--- config.mk ---
export PLATFORM = sky130hd
export DESIGN_NAME = tmr_updown
export DESIGN_NICKNAME = d
export VERILOG_FILES = /design/src/rtl/tmr_pkg.sv /design/src/rtl/tmr_counter.sv /design/src/rtl/tmr_compare.sv /design/src/rtl/tmr_wavegen.sv /design/src/rtl/tmr_updown.sv
export SDC_FILE = /design/constraint.sdc
export NUM_CORES = 1
export LEC_CHECK = 0
export BUFFER_PORTS_ARGS = -buffer_cell sky130_fd_sc_hd__buf_2
export CORE_MARGIN = 5
export CORE_UTILIZATION = 25
export DETAILED_ROUTE_END_ITERATION = 10
export PLACE_DENSITY = 0.4
export SYNTH_ARGS = -nofsm -noshare
export SYNTH_HDL_FRONTEND = slang
export SYNTH_HIERARCHICAL = 1
export SYNTH_SLANG_ARGS = --single-unit
--- constraint.sdc ---
create_clock -name clk -period 3.2 [get_ports clk]
set_input_delay 0.32 -clock clk [delete_from_list [all_inputs] [get_ports clk]]
set_output_delay 0.32 -clock clk [all_outputs]
set_load 0.02 [all_outputs]
--- src/rtl/tmr_pkg.sv ---
package tmr_pkg;

    typedef enum logic [1:0] {
        MODE_NORMAL  = 2'b00,
        MODE_PHASE   = 2'b01,
        MODE_CLRCMP  = 2'b10,
        MODE_FASTPWM = 2'b11
    } tmr_mode_e;

    localparam logic [1:0] ADDR_COUNT = 2'd0;
    localparam logic [1:0] ADDR_CMP   = 2'd1;
    localparam logic [1:0] ADDR_MODE  = 2'd2;
    localparam logic [1:0] ADDR_FLAGS = 2'd3;

    localparam int FLAG_OVF_BIT = 0;
    localparam int FLAG_CMP_BIT = 1;

endpackage

--- src/rtl/tmr_counter.sv ---
module tmr_counter
    import tmr_pkg::*;
#(
    parameter int W = 8
) (
    input  logic         clk,
    input  logic         rst_n,
    input  logic         tick,
    input  tmr_mode_e    mode,
    input  logic [W-1:0] top_val,
    input  logic         ld_en,
    input  logic [W-1:0] ld_val,
    output logic [W-1:0] cnt_q,
    output logic         down_q,
    output logic         ovf_evt,
    output logic         top_evt,
    output logic         wrap_evt
);

    localparam logic [W-1:0] MAXV = {W{1'b1}};
    localparam logic [W-1:0] BOTV = {W{1'b0}};

    typedef struct packed {
        logic [W-1:0] cnt;
        logic         down;
    } cnt_st_t;

    cnt_st_t st_d, st_q;

    always_comb begin
        st_d     = st_q;
        ovf_evt  = 1'b0;
        top_evt  = 1'b0;
        wrap_evt = 1'b0;
        if (ld_en) begin
            st_d.cnt = ld_val;
        end else if (tick) begin
            unique case (mode)
                MODE_PHASE: begin
                    if (!st_q.down) begin
                        if (st_q.cnt == top_val) begin
                            st_d.down = 1'b1;
                            st_d.cnt  = st_q.cnt - 1'b1;
                            top_evt   = 1'b1;
                        end else begin
                            st_d.cnt = st_q.cnt + 1'b1;
                        end
                    end else begin
                        if (st_q.cnt == BOTV) begin
                            st_d.down = 1'b0;
                            st_d.cnt  = st_q.cnt + 1'b1;
                            ovf_evt   = 1'b1;
                        end else begin
                            st_d.cnt = st_q.cnt - 1'b1;
                        end
                    end
                end
                MODE_CLRCMP: begin
                    st_d.cnt = (st_q.cnt == top_val) ? BOTV : st_q.cnt + 1'b1;
                    ovf_evt  = (st_q.cnt == MAXV);
                end
                default: begin
                    st_d.cnt = st_q.cnt + 1'b1;
                    ovf_evt  = (st_q.cnt == MAXV);
                    wrap_evt = (st_q.cnt == MAXV);
                end
            endcase
        end
        if (mode != MODE_PHASE) st_d.down = 1'b0;
    end

    always_ff @(posedge clk) begin
        if (!rst_n) st_q <= '0;
        else        st_q <= st_d;
    end

    assign cnt_q  = st_q.cnt;
    assign down_q = st_q.down;

endmodule

--- src/rtl/tmr_compare.sv ---
module tmr_compare #(
    parameter int W = 8
) (
    input  logic         clk,
    input  logic         rst_n,
    input  logic         tick,
    input  logic         pwm,
    input  logic         buf_we,
    input  logic [W-1:0] buf_wdata,
    input  logic [W-1:0] cnt,
    input  logic         cnt_wr,
    input  logic         reload,
    output logic [W-1:0] buf_q,
    output logic [W-1:0] cmp_eff,
    output logic         match_evt
);

    typedef struct packed {
        logic [W-1:0] hold;
        logic [W-1:0] act;
        logic         blk;
    } cmp_st_t;

    cmp_st_t st_d, st_q;

    always_comb begin
        st_d = st_q;
        if (buf_we) st_d.hold = buf_wdata;
        if (!pwm || reload) st_d.act = st_q.hold;
        if (cnt_wr)    st_d.blk = 1'b1;
        else if (tick) st_d.blk = 1'b0;
    end

    always_ff @(posedge clk) begin
        if (!rst_n) st_q <= '0;
        else        st_q <= st_d;
    end

    assign buf_q     = st_q.hold;
    assign cmp_eff   = pwm ? st_q.act : st_q.hold;
    assign match_evt = tick && !cnt_wr && !st_q.blk && (cnt == cmp_eff);

endmodule

--- src/rtl/tmr_wavegen.sv ---
module tmr_wavegen
    import tmr_pkg::*;
(
    input  logic      clk,
    input  logic      rst_n,
    input  tmr_mode_e mode,
    input  logic      match_evt,
    input  logic      wrap_evt,
    input  logic      down,
    output logic      wave_q
);

    logic w_d, w_q;

    always_comb begin
        w_d = w_q;
        unique case (mode)
            MODE_FASTPWM: begin
                if (wrap_evt)       w_d = 1'b1;
                else if (match_evt) w_d = 1'b0;
            end
            MODE_PHASE: begin
                if (match_evt) w_d = down;
            end
            default: begin
                if (match_evt) w_d = ~w_q;
            end
        endcase
    end

    always_ff @(posedge clk) begin
        if (!rst_n) w_q <= 1'b0;
        else        w_q <= w_d;
    end

    assign wave_q = w_q;

endmodule

--- src/rtl/tmr_updown.sv ---
module tmr_updown
    import tmr_pkg::*;
#(
    parameter int W = 8
) (
    input  logic         clk,
    input  logic         rst_n,
    input  logic         tick,
    input  logic         wr_en,
    input  logic [1:0]   wr_addr,
    input  logic [W-1:0] wr_data,
    input  logic [1:0]   rd_addr,
    output logic [W-1:0] rd_data,
    output logic         wave_out,
    output logic         ovf_flag,
    output logic         cmp_flag
);

    localparam logic [W-1:0] MAXV = {W{1'b1}};
    localparam int PADW = W - 2;

    typedef struct packed {
        tmr_mode_e mode;
        logic      ovf;
        logic      cmp;
    } ctl_st_t;

    ctl_st_t ctl_d, ctl_q;

    logic         wr_cnt, wr_cmp, wr_mode, wr_flag;
    logic [W-1:0] cnt_q, buf_q, cmp_eff, top_val;
    logic         down_q, ovf_evt, top_evt, wrap_evt, match_evt;
    logic         pwm, reload;
    tmr_mode_e    mode_q;

    assign wr_cnt  = wr_en && (wr_addr == ADDR_COUNT);
    assign wr_cmp  = wr_en && (wr_addr == ADDR_CMP);
    assign wr_mode = wr_en && (wr_addr == ADDR_MODE);
    assign wr_flag = wr_en && (wr_addr == ADDR_FLAGS);

    assign mode_q  = ctl_q.mode;
    assign pwm     = mode_q[0];
    assign top_val = (mode_q == MODE_CLRCMP) ? buf_q : MAXV;
    assign reload  = ((mode_q == MODE_FASTPWM) && wrap_evt) ||
                     ((mode_q == MODE_PHASE) && top_evt);

    tmr_counter #(.W(W)) u_counter (
        .clk      (clk),
        .rst_n    (rst_n),
        .tick     (tick),
        .mode     (mode_q),
        .top_val  (top_val),
        .ld_en    (wr_cnt),
        .ld_val   (wr_data),
        .cnt_q    (cnt_q),
        .down_q   (down_q),
        .ovf_evt  (ovf_evt),
        .top_evt  (top_evt),
        .wrap_evt (wrap_evt)
    );

    tmr_compare #(.W(W)) u_compare (
        .clk       (clk),
        .rst_n     (rst_n),
        .tick      (tick),
        .pwm       (pwm),
        .buf_we    (wr_cmp),
        .buf_wdata (wr_data),
        .cnt       (cnt_q),
        .cnt_wr    (wr_cnt),
        .reload    (reload),
        .buf_q     (buf_q),
        .cmp_eff   (cmp_eff),
        .match_evt (match_evt)
    );

    tmr_wavegen u_wavegen (
        .clk       (clk),
        .rst_n     (rst_n),
        .mode      (mode_q),
        .match_evt (match_evt),
        .wrap_evt  (wrap_evt),
        .down      (down_q),
        .wave_q    (wave_out)
    );

    always_comb begin
        ctl_d = ctl_q;
        if (wr_mode) ctl_d.mode = tmr_mode_e'(wr_data[1:0]);
        ctl_d.ovf = ovf_evt   | (ctl_q.ovf & ~(wr_flag & wr_data[FLAG_OVF_BIT]));
        ctl_d.cmp = match_evt | (ctl_q.cmp & ~(wr_flag & wr_data[FLAG_CMP_BIT]));
    end

    always_ff @(posedge clk) begin
        if (!rst_n) ctl_q <= '{mode: MODE_NORMAL, ovf: 1'b0, cmp: 1'b0};
        else        ctl_q <= ctl_d;
    end

    always_comb begin
        unique case (rd_addr)
            ADDR_COUNT: rd_data = cnt_q;
            ADDR_CMP:   rd_data = buf_q;
            ADDR_MODE:  rd_data = {{PADW{1'b0}}, ctl_q.mode};
            default:    rd_data = {{PADW{1'b0}}, ctl_q.cmp, ctl_q.ovf};
        endcase
    end

    assign ovf_flag = ctl_q.ovf;
    assign cmp_flag = ctl_q.cmp;

endmodule

---- Yosys cells after proc, flatten, opt, wreduce, memory -nomap -nowiden ----
Index checks and enable logic that the tools add are counted.
storage, ports and cells
  bits in registers ....................... 31
  bits of input ports ..................... 16
  output and inout bits ................... 11
  word-level logic and storage cells ...... 91
operators by class
  add/subtract/negate cells ............... 2
  eq/ne operators ......................... 13
  muxes and demuxes ....................... 32
  bitwise gates (word level) .............. 11
  reductions and logical operators ........ 24
operators by type and width
  operator               count
  $mux W8                6
  $pmux W8 S3            1
  $mux W1                21
  $mux W9                2
  $eq A8 B8 Y1           2
  $pmux W8 S2            1
  $eq A2 B2 Y1 const B   5
  $logic_and A1 B1 Y1    9
  $add A8 B1 Y8 const B  1
  $eq A8 B8 Y1 const B   1
  $logic_not A8 Y1       1
  $sub A8 B1 Y8 const B  1
  $eq A2 B1 Y1 const B   3
  $reduce_and A3 Y1      2
  $reduce_bool A2 Y1     3
  $not A1 Y1             5
  $and A1 B1 Y1          4
  $logic_not A2 Y1       2
  $reduce_or A2 Y1       2
  $logic_not A1 Y1       3
  $logic_or A1 B1 Y1     2
  $ne A2 B1 Y1 const B   1
  $ne A2 B2 Y1 const B   1
  $or A1 B1 Y1           2
  $pmux W1 S2            1

---- Depth between registers and ports, before layout ----
Gate-level depths: netlist of run 1.
  depth in word-level cells ............... 11
  depth in mapped cells ................... 12
  depth with buffers taken out ............ 11

---- Modules after synthesis ----
The synthesis of run 1 kept the hierarchy.
by module, submodules not included
  module       instances  cells an instance  area an instance (sq um)  sequential area each (sq um)
  tmr_counter  1          148                1059.8                    180.2
  tmr_compare  1          97                 909.6                     340.3
  tmr_updown   1          47                 392.9                     80.1
  tmr_wavegen  1          7                  61.3                      20.0

---- Worst setup path after synthesis of run 1 ----
No wires, ideal clock.
  kind .................................... register to register
  from .................................... register ctl_q, in the netlist mode_q[0]
  to ...................................... register u_compare/st_q[1] (netlist name)
  library setup time ...................... 76 ps
  data arrival time ....................... 2378 ps
  data required time ...................... 3124 ps
  slack ................................... 746 ps
  cell stages (with the launch flop) ...... 13
  path buffers ............................ 1
  clock period less this slack ............ 2454 ps
  cells stage by stage .................... dfxtp_1 and2b_1 nand2b_1 xnor2_1 nand4_1 or3_1 nor3b_1 mux2i_1 nor2b_1 or2b_1 clkbuf_1 nand2_1 a21boi_0
between the ends
  cells in the longest elaborated chain, start to end .. 11
  elaborated cells between the ends (all ways) .. 19
  those cells by class .................... eq/ne (4); mux (9); reduce/logical (6)
RTL lines
  item                      line               source
  start: declaration        tmr_updown.sv:28   ctl_st_t ctl_d, ctl_q;
  start signal: assignment  tmr_updown.sv:95   if (!rst_n) ctl_q <= '{mode: MODE_NORMAL, ovf: 1'b0, cmp: 1'b0};
  start signal: assignment  tmr_updown.sv:96   else ctl_q <= ctl_d;
  $eq A2 B2 Y1              tmr_updown.sv:43   assign top_val = (mode_q == MODE_CLRCMP) ? buf_q : MAXV;
  $mux W8                   tmr_updown.sv:43
  via top_val[3]            tmr_updown.sv:31   logic [W-1:0] cnt_q, buf_q, cmp_eff, top_val;
  $eq A8 B8 Y1              tmr_counter.sv:41  if (st_q.cnt == top_val) begin
  $mux W1                   tmr_counter.sv:41
  $mux W1                   tmr_counter.sv:40  if (!st_q.down) begin
  $mux W1                   tmr_counter.sv:38  unique case (mode)
  $mux W1                   tmr_counter.sv:37  end else if (tick) begin
  $mux W1                   tmr_counter.sv:35  if (ld_en) begin
  via top_evt               tmr_updown.sv:32   logic down_q, ovf_evt, top_evt, wrap_evt, match_evt;
  $logic_and A1 B1 Y1       tmr_updown.sv:45   ((mode_q == MODE_PHASE) && top_evt);
  $logic_or A1 B1 Y1        tmr_updown.sv:44   assign reload = ((mode_q == MODE_FASTPWM) && wrap_evt) ||
  via reload                tmr_updown.sv:33   logic pwm, reload;
  $logic_or A1 B1 Y1        tmr_compare.sv:29  if (!pwm || reload) st_d.act = st_q.hold;
  end signal: assignment    tmr_compare.sv:36  else st_q <= st_d;
  end: declaration          tmr_compare.sv:24  cmp_st_t st_d, st_q;
The timed path passes the listed nets, and every way through them passes these cells.
A chain may end at the register's enable or synchronous reset.

---- Worst setup path in the final report of run 1 ----
  from .................................... register ctl_q, in the netlist mode_q[1]
  to ...................................... register u_compare/st_q[2] (netlist name)
Same word-level chain as after synthesis.

==> results of run 1 <==
[worst reg2reg max path, stage by stage (launching register included)]
cell	delay (ns)
dfxtp_1	0.46
and2b_1	0.32
nand2b_1	0.11
xnor2_1	0.16
nand4_1	0.21
or3_1	0.42
nor3b_1	0.20
mux2i_1	0.10
nor2b_1	0.15
or2b_1	0.31
nand2_1	0.09
a21boi_0	0.17
[where the power goes]
part           switching, W  internal, W
registers         0.0000486     0.000412
logic              0.000179     0.000147
clock network      0.000167     0.000312
[worst max path at each step]
stage | endpoint | depth (start not counted) | startpoint | slack, ns
2_1_floorplan | u_compare/st_q[1]$_SDFFE_PN0P_ | 12 | mode_q[0]$_SDFFE_PN0P_ | 0.75
3_3_place_gp | u_compare/st_q[3]$_SDFFE_PN0P_ | 11 | mode_q[1]$_SDFFE_PN0P_ | 0.55
3_5_place_dp | u_compare/st_q[1]$_SDFFE_PN0P_ | 11 | mode_q[1]$_SDFFE_PN0P_ | 0.45
4_1_cts | u_compare/st_q[2]$_SDFFE_PN0P_ | 11 | mode_q[1]$_SDFFE_PN0P_ | 0.41
5_1_grt | u_compare/st_q[5]$_SDFFE_PN0P_ | 11 | mode_q[1]$_SDFFE_PN0P_ | 0.04
6_report | u_compare/st_q[2]$_SDFFE_PN0P_ | 11 | mode_q[1]$_SDFFE_PN0P_ | 0.44
[through the flow]
step	total power (W)	hold WS (ns)	cells	area [um2]	setup slack (ns)
global route	0.00134	0.297	451	2780	0.0443
CTS	0.00129	0.299	451	2780	0.408
global placement	0.000801	0.447	443	2640	0.551
detailed placement	0.000797	0.455	443	2640	0.448
floorplan	0.000693	0.420	299	2420	0.746
finish	0.00127	0.295	451	2780	0.442
[sequential cells by signal, indices dropped and copies added, names as in the netlist]
register and count:
u_compare/buf_q 8, u_counter/cnt_q 8, ovf_flag 1, u_compare/st_q 9, u_wavegen/wave_q 1, cmp_flag 1, u_counter/down_q 1, mode_q 2
[placed cells by master, fill, tap and decap left out, types with 7 or more instances in the layout]
master	n
and3_1	10
buf_4	8
dfxtp_1	31
a21oi_1	11
nand2b_1	10
inv_1	12
mux2_2	7
xnor2_1	16
nand2_1	33
buf_2	26
nor2_1	17
nor2b_1	14
mux2i_1	17
o21ai_0	8
a21boi_0	9
[synth_stat cells, drive strengths merged (3+ instances only)]
library cell / n / area [um2]
a211oi: 3 / 22.5
a21boi: 11 / 86.3
a21oi: 12 / 63.8
a31oi: 3 / 18.8
and3: 10 / 62.6
buf: 13 / 104
clkbuf: 10 / 37.5
dfxtp: 31 / 621
ha: 4 / 50.1
inv: 12 / 45.0
mux2: 8 / 93.8
mux2i: 17 / 170
nand2: 33 / 124
nand2b: 10 / 62.6
nand3: 5 / 25.0
nand4: 5 / 31.3
nor2: 17 / 63.8
nor2b: 14 / 87.6
nor3: 4 / 25.0
nor3b: 4 / 30.0
o211ai: 3 / 22.5
o21a: 3 / 22.5
o21ai: 11 / 55.1
or3: 3 / 18.8
or3b: 3 / 28.8
xnor2: 16 / 140
xor2: 5 / 43.8
[layer usage]
| layer | vias up | wire [um] | track usage |
|---|---|---|---|
| li1 | 1084 | - | - |
| met1 | 1035 | 3770 | 0.185 |
| met2 | 39 | 3370 | 0.208 |
| met3 | 8 | 225 | 0.0215 |
| met4 | 0 | 125 | 0.0388 |
| met5 | - | 0 | 0 |
[cells by family (layout without fill, tap and decap cells)]
logic type	count (synthesis)	count (layout)
buf+inv	35	54
flops	31	31
simple gates	120	120
mux	27	27
xor+xnor	21	21
compound gates	61	61
fa+ha+maj	4	4
[area by class of cell]
cell class                      count  area [um2]
Sequential cell                    31         621
Tap cell                          133         166
Timing Repair Buffer               34         190
Clock buffer                        6        72.6
Clock inverter                      2        60.1
Multi-Input combinational cell    233        1620
Fill cell                        1049        6820
Inverter                           12        45.0
==> impl_results.md, run 1 <==
- Status: complete, no violations
- Die width: 108 um
- Period Utilization, post-route: 0.862
- WHS Endpoint: cmp_flag$_SDFF_PN0_
- Initial antenna violation count: 0
- # rows: 36
- # diodes: 0
- Area growth, synth to finish: 14.6%
- Vias in the first global route: 1,990
- Crit path buf inv count: 0
- Reg-to-reg startpoint: mode_q[1]$_SDFFE_PN0P_
- Post CTS Setup Buffer Count: 0
- CP Data Arrival Time: 2.97 ns
- Adder-cell share of the synthesized area: 0.0207
- Post-synthesis mux area share: 0.128
- Final layout net count: 337
- Sink Count: 31
- Slowest cell on the critical path: dfxtp_1
- CTS Hold Buffers Added: 0
- Yosys warns: 6
- Final Hold Viols: 0
- Seq/Total Area, Yosys: 0.256
- CTS Root Cell: clkbuf_8
- First-pass GRT wire length: 11.7 mm
- CP max FO: 8
- Setup tns final: 0 ns
- CP Cell Sequence: and2b_1, nand2b_1, xnor2_1, nand4_1, or3_1, nor3b_1, mux2i_1, nor2b_1, or2b_1, nand2_1, a21boi_0
- FF-to-FF setup slack: 0.44 ns
- Clock buffer count from CTS: 5
- R2r endpoint: u_compare/st_q[2]$_SDFFE_PN0P_
- Slew HR: 0.601
- Area of the die: 11,800 um2
- H-Tree Depth: 2
- Period minus WS final: 2.76 ns
- Post-synthesis simple-gate area fraction: 0.272
- Hold depth: 2
- Post-synthesis compound-gate area fraction: 0.171
- Hold Path Class: input pin to register
- Routed vias/inst: 4.80
- DRC viols: 0
- Layout cell share with drive strength beyond 1: 0.186
- I/O Pins: 27
- Core Area: 9590 um2
- Post-synth EDFFs: 0
- Xor and xnor fraction of the mapped netlist area: 0.0759
- Initial Util: 0.253
- Critical path data required time: 3.41 ns
- Mapped cell area: 2420 um2
- Total GRT Usage: 0.132
- # setup viols final: 0
- CTS Buffer Depth: 2
- First drt pass iteration count: 6
- Post-synthesis register bit count: 31
- RSZ-0062 raised after global routing: no
- Critical path's top delay family: simple AND/OR/NAND/NOR gates
- Fmax achieved: 363 MHz
- Final ANT Viol Nets: 0
- Routed WL: 7.50 mm
- Type of the worst setup path: register to register
- Slew Limit Fails: 0
- Total global routing overflow: 0
- Clock latency at the later pin of the worst-skew pair: 0.29 ns
- Hold Startpoint: wr_data[1]
- Worst Skew: 0.00390 ns
- DR vias: 2,166
- Net Count, Synth: 319
- Max VDD drop: 0.205 mV
- Ys flop type: dfxtp_1
- Max-Cap Viols: 0
- Crit start category: register
- Async SR Flop Fraction: 0
- Initial drt markers: 120
- Crit. End Element: register
- Syn avg cell area: 8.11 um2
- Unique masters post-synth: 60
- Die Ht: 108 um
- Largest family of logic cells by synthesized area: simple AND/OR/NAND/NOR gates
- Reg clk slew, reported paths: 0.07 ns
- Placer Congestion: 0.762
- FF-to-FF path depth: 11
- Detail Placement HPWL: 5.68 mm
- Pin count of the biggest net entering global routing: 34
- Leak pwr: 1.04 nW
- Routed len/inst: 16.6 um
- Syn Inst Count: 299
- CTS tree: done
- Crit path largest cell delay: 0.46 ns
- Core Util, Final: 0.289
- I/O Buffers: 26
- Power Density: 456 nW/um2
- Cts repair resizes: 0
- Slew @ Worst Pin: 0.598 ns
No activity file was read; power rests on OpenSTA's default activity.
==> run 2, diff against run 1 <==
- RECOVER_POWER: not set -> 100
==> impl_results.md, run 2 (same netlist as run 1, synthesis figures left out) <==
- Pin count of the biggest net entering global routing: 34
- Clock buffer count from CTS: 5
- Die Ht: 108 um
- # diodes: 0
- CTS Buffer Depth: 2
- Post-route design area: 2730 um2
- Sink Count: 31
- CP max FO: 18
- Clock latency at the later pin of the worst-skew pair: 0.29 ns
- CTS Hold Buffers Added: 0
- RSZ-0062 raised after global routing: no
- Worst Skew: 0.00485 ns
- First-pass GRT wire length: 11.7 mm
- Placer Congestion: 0.762
- Most common cell after layout, fill and taps aside: nand2_1
- # setup viols final: 0
- I/O Pins: 27
- Final ANT Viol Nets: 0
- Status: complete, no violations
- H-Tree Depth: 2
- First drt pass iteration count: 4
- CP Data Arrival Time: 3.05 ns
- Area of the die: 11,800 um2
- Routed WL: 7.50 mm
- Place WS: 0.448 ns
- Crit. End Element: register
- Hold Path Class: input pin to register
- Vias in the first global route: 1,990
- Slew @ Worst Pin: 1.33 ns
- CTS Root Cell: clkbuf_8
- Max-Cap Viols: 0
- Power Density: 457 nW/um2
- Final layout net count: 337
- Initial antenna violation count: 0
- Setup tns final: 0 ns
- Core Area: 9590 um2
- I/O Buffers: 26
- Placed cell area: 2640 um2
- Type of the worst setup path: register to register
- Cts repair resizes: 0
- Total GRT Usage: 0.132
- Routed len/inst: 16.6 um
- Commonest cells after routing, fill and taps aside: nand2_1, dfxtp_1, mux2i_1, nor2_1, buf_2
- Final worst slack: 0.364 ns
- Period minus WS final: 2.84 ns
- Detail Placement HPWL: 5.68 mm
- Die width: 108 um
- Total global routing overflow: 0
- Final Hold Viols: 0
- Critical path data required time: 3.42 ns
- CTS tree: done
- Tot Pwr: 0.00125 W
- Max FFs per register: 9
- # rows: 36
- Routed vias/inst: 4.82
- Post CTS Setup Buffer Count: 0
- Period Utilization, post-route: 0.886
- Max VDD drop: 0.204 mV
- Leak pwr: 0.989 nW
- DRC viols: 0
- Layout cell share with drive strength beyond 1: 0.129
- Initial Util: 0.253
- Fmax achieved: 353 MHz
- Reg clk slew, reported paths: 0.07 ns
- Slew HR: 0.113
- Largest Register: u_compare/st_q
- Crit start category: register
- Initial drt markers: 109
- Area growth, synth to finish: 12.6%
- Slew Limit Fails: 0
- DR vias: 2,176
==> run 2: worst paths after layout <==
path / from / to / slack [ns] / cells past startpoint
worst min-delay path: wr_data[1] / cmp_flag$_SDFF_PN0_ / 0.30 / 2
worst max register to register: mode_q[0]$_SDFFE_PN0P_ / u_wavegen/wave_q$_SDFFE_PN0P_ / 0.36 / 8
worst max-delay path: mode_q[0]$_SDFFE_PN0P_ / u_wavegen/wave_q$_SDFFE_PN0P_ / 0.36 / 8
worst min register to register: u_compare/st_q[3]$_SDFFE_PN0P_ / u_compare/st_q[3]$_SDFFE_PN0P_ / 0.47 / 2
==> run 2: cell type report <==
class                      count  area [um2]
fill                        1063        6870
multi-input combinational    233        1600
sequential                    31         621
tap                          133         166
timing repair buffer          34         164
clock buffer                   6        72.6
clock inverter                 2        60.1
inverter                      12        45.0
==> run 2: power breakdown <==
group	total [W]	internal [W]	switching, W
Sequential	0.000459	0.000412	0.0000475
Clock	0.000478	0.000312	0.000166
Combinational	0.000309	0.000134	0.000174
Total	0.00125	0.000858	0.000388
==> run 2: metal layers <==
metal | vias up | track usage | share of wire
li1 | 1084 | - | -
met1 | 1037 | 0.185 | 0.50
met2 | 47 | 0.208 | 0.45
met3 | 8 | 0.0215 | 0.034
met4 | 0 | 0.0388 | 0.016
met5 | - | 0 | 0
==> run 2: worst max-delay path, cell delays in order (launching register included) <==
cell	delay, ns
dfxtp_1	0.34
clkbuf_1	0.61
mux2_1	0.42
nand2_1	0.07
or3b_1	0.36
nor3_1	0.51
nor3b_1	0.26
nor3_1	0.07
a21boi_1	0.12
==> run 2: per-stage QoR <==
step,std cells,hold slack (ns),util
2_1_floorplan,299,0.420,-
4_1_cts,451,0.299,0.289
3_5_place_dp,443,0.455,0.276
5_1_grt,451,0.301,0.284
6_report,451,0.297,0.284
3_3_place_gp,443,0.447,0.276
==> run 3, diff against run 2 <==
- clock period: 3.2 -> 2.85 ns (I/O delays scaled with it)
==> impl_results.md, run 3 (same netlist as run 1, synthesis figures left out) <==
- DRC viols: 0
- Placer Congestion: 0.815
- Most common cell after layout, fill and taps aside: nand2_1
- I/O Buffers: 26
- CTS Hold Buffers Added: 0
- Largest Register: u_compare/st_q
- Core Area: 9590 um2
- Setup tns final: 0 ns
- CP Cell Sequence: inv_1, ha_1, or3b_1, nor4_1, nand2_1, nand4_1, nor2_1, o32ai_1
- Total global routing overflow: 0
- Clock buffer count from CTS: 5
- Final layout net count: 347
- Hold depth: 2
- Clock latency at the later pin of the worst-skew pair: 0.29 ns
- H-Tree Depth: 2
- Status: complete, no violations
- Max FFs per register: 9
- Reg-to-reg startpoint: u_counter/cnt_q[1]$_SDFFE_PN0P_
- CTS Root Cell: clkbuf_8
- Final hold slack: 0.264 ns
- Vias in the first global route: 2,310
- Slew HR: 0.286
- Area growth, synth to finish: 14.4%
- WL met2: 3.63 mm
- First drt pass iteration count: 4
- Max Used Layer: met4
- Detail Placement HPWL: 6.02 mm
- Hold Path Class: input pin to register
- Type of the worst setup path: register to register
- WL met3: 347 um
- Layout cell share with drive strength beyond 1: 0.165
- Final ANT Viol Nets: 0
- Slowest cell on the critical path: or3b_1
- Initial antenna violation count: 0
- DR vias: 2,256
- Routed len/inst: 17.2 um
- Leak pwr: 1.04 nW
- # rows: 36
- Fmax achieved: 392 MHz
- Worst Skew: 0.0109 ns
- CP max FO: 9
- Routed metal-1 wirelength: 3.82 mm
- Max-Cap Viols: 0
- Placed insts: 453
- Die width: 108 um
- Post-route design area: 2770 um2
- CTS Buffer Depth: 2
- Slew Limit Fails: 0
- I/O Pins: 27
- Cts repair resizes: 0
- Critical path data required time: 3.06 ns
- Sink Count: 31
- Slew @ Worst Pin: 1.07 ns
- Area of the die: 11,800 um2
- FF-to-FF path depth: 8
- Die Ht: 108 um
- Power Density: 464 nW/um2
- Hold Startpoint: wr_data[0]
- Crit path from: u_counter/cnt_q[1]$_SDFFE_PN0P_
- CTS tree: done
- Period Utilization, post-route: 0.896
- Fillers: 1,054
- Initial Util: 0.253
- Placed cell area: 2720 um2
- Period minus WS final: 2.55 ns
- Crit start category: register
- Reg clk slew, reported paths: 0.08 ns
- Routed WL: 7.93 mm
- Crit path largest cell delay: 0.47 ns
- Crit. End Element: register
- First-pass GRT wire length: 12.9 mm
- Routed vias/inst: 4.89
- RSZ-0062 raised after global routing: no
- # diodes: 0
- Final Hold Viols: 0
- CP Data Arrival Time: 2.76 ns
- Initial drt markers: 147
- # setup viols final: 0
- Total GRT Usage: 0.145
- Post CTS Setup Buffer Count: 0
- Commonest cells after routing, fill and taps aside: nand2_1, dfxtp_1, buf_2
- Max VDD drop: 0.158 mV
- Non-filler cells, final: 461
- Pin count of the biggest net entering global routing: 27
## run 3: cell types whose count changed in the layout (fill, tap and decap cells not counted), moves of 2 or more
cell | previous run | this run
buf_2 | 17 | 21
buf_4 | 4 | 11
bufinv_16 | 2 | 0
clkbuf_8 | 5 | 7
## run 3: through the flow
stage	power (W)	setup WS (ns)	utilization
5_1_grt	0.00136	0.0285	0.289
4_1_cts	0.00132	0.213	0.294
3_3_place_gp	0.000925	0.275	0.283
3_5_place_dp	0.000917	0.236	0.283
2_1_floorplan	0.000778	0.396	-
6_report	0.00129	0.296	0.289
## run 3: cell type report
class	instances	area, um2	share of cell area
inverter	12	45.0	0.0162
sequential	31	621	0.224
timing repair buffer	44	233	0.0839
tap	133	166	0.0600
clock buffer	8	100	0.0361
multi-input combinational	233	1610	0.580
## run 3: worst paths after layout
path	endpoint	slack [ns]
hold / removal	ovf_flag$_SDFF_PN0_	0.26
hold reg to reg	u_compare/st_q[1]$_SDFFE_PN0P_	0.47
setup reg to reg	u_counter/cnt_q[3]$_SDFFE_PN0P_	0.30
setup / recovery	u_counter/cnt_q[3]$_SDFFE_PN0P_	0.30
## run 3: worst max-delay path: cells and delay by family (launching register included)
family | cells | cell delay, ns
adder cells (fa/ha/maj) | 1 | 0.21
flip-flops | 1 | 0.45
buffers and inverters | 1 | 0.15
AND/OR/NAND/NOR | 5 | 1.40
AO/OA/AOI/OAI | 1 | 0.25
## run 3: metal layers
layer / vias to the layer above / GRT usage
met5: - / 0
met4: 0 / 0.0487
met3: 9 / 0.0233
met2: 48 / 0.232
met1: 1092 / 0.198
li1: 1107 / -
## run 3: power by group
part | total, W | internal [W] | switching, W
combinational | 0.000380 | 0.000157 | 0.000223
clock | 0.000404 | 0.000221 | 0.000183
sequential | 0.000503 | 0.000463 | 0.0000405
total | 0.00129 | 0.000841 | 0.000446
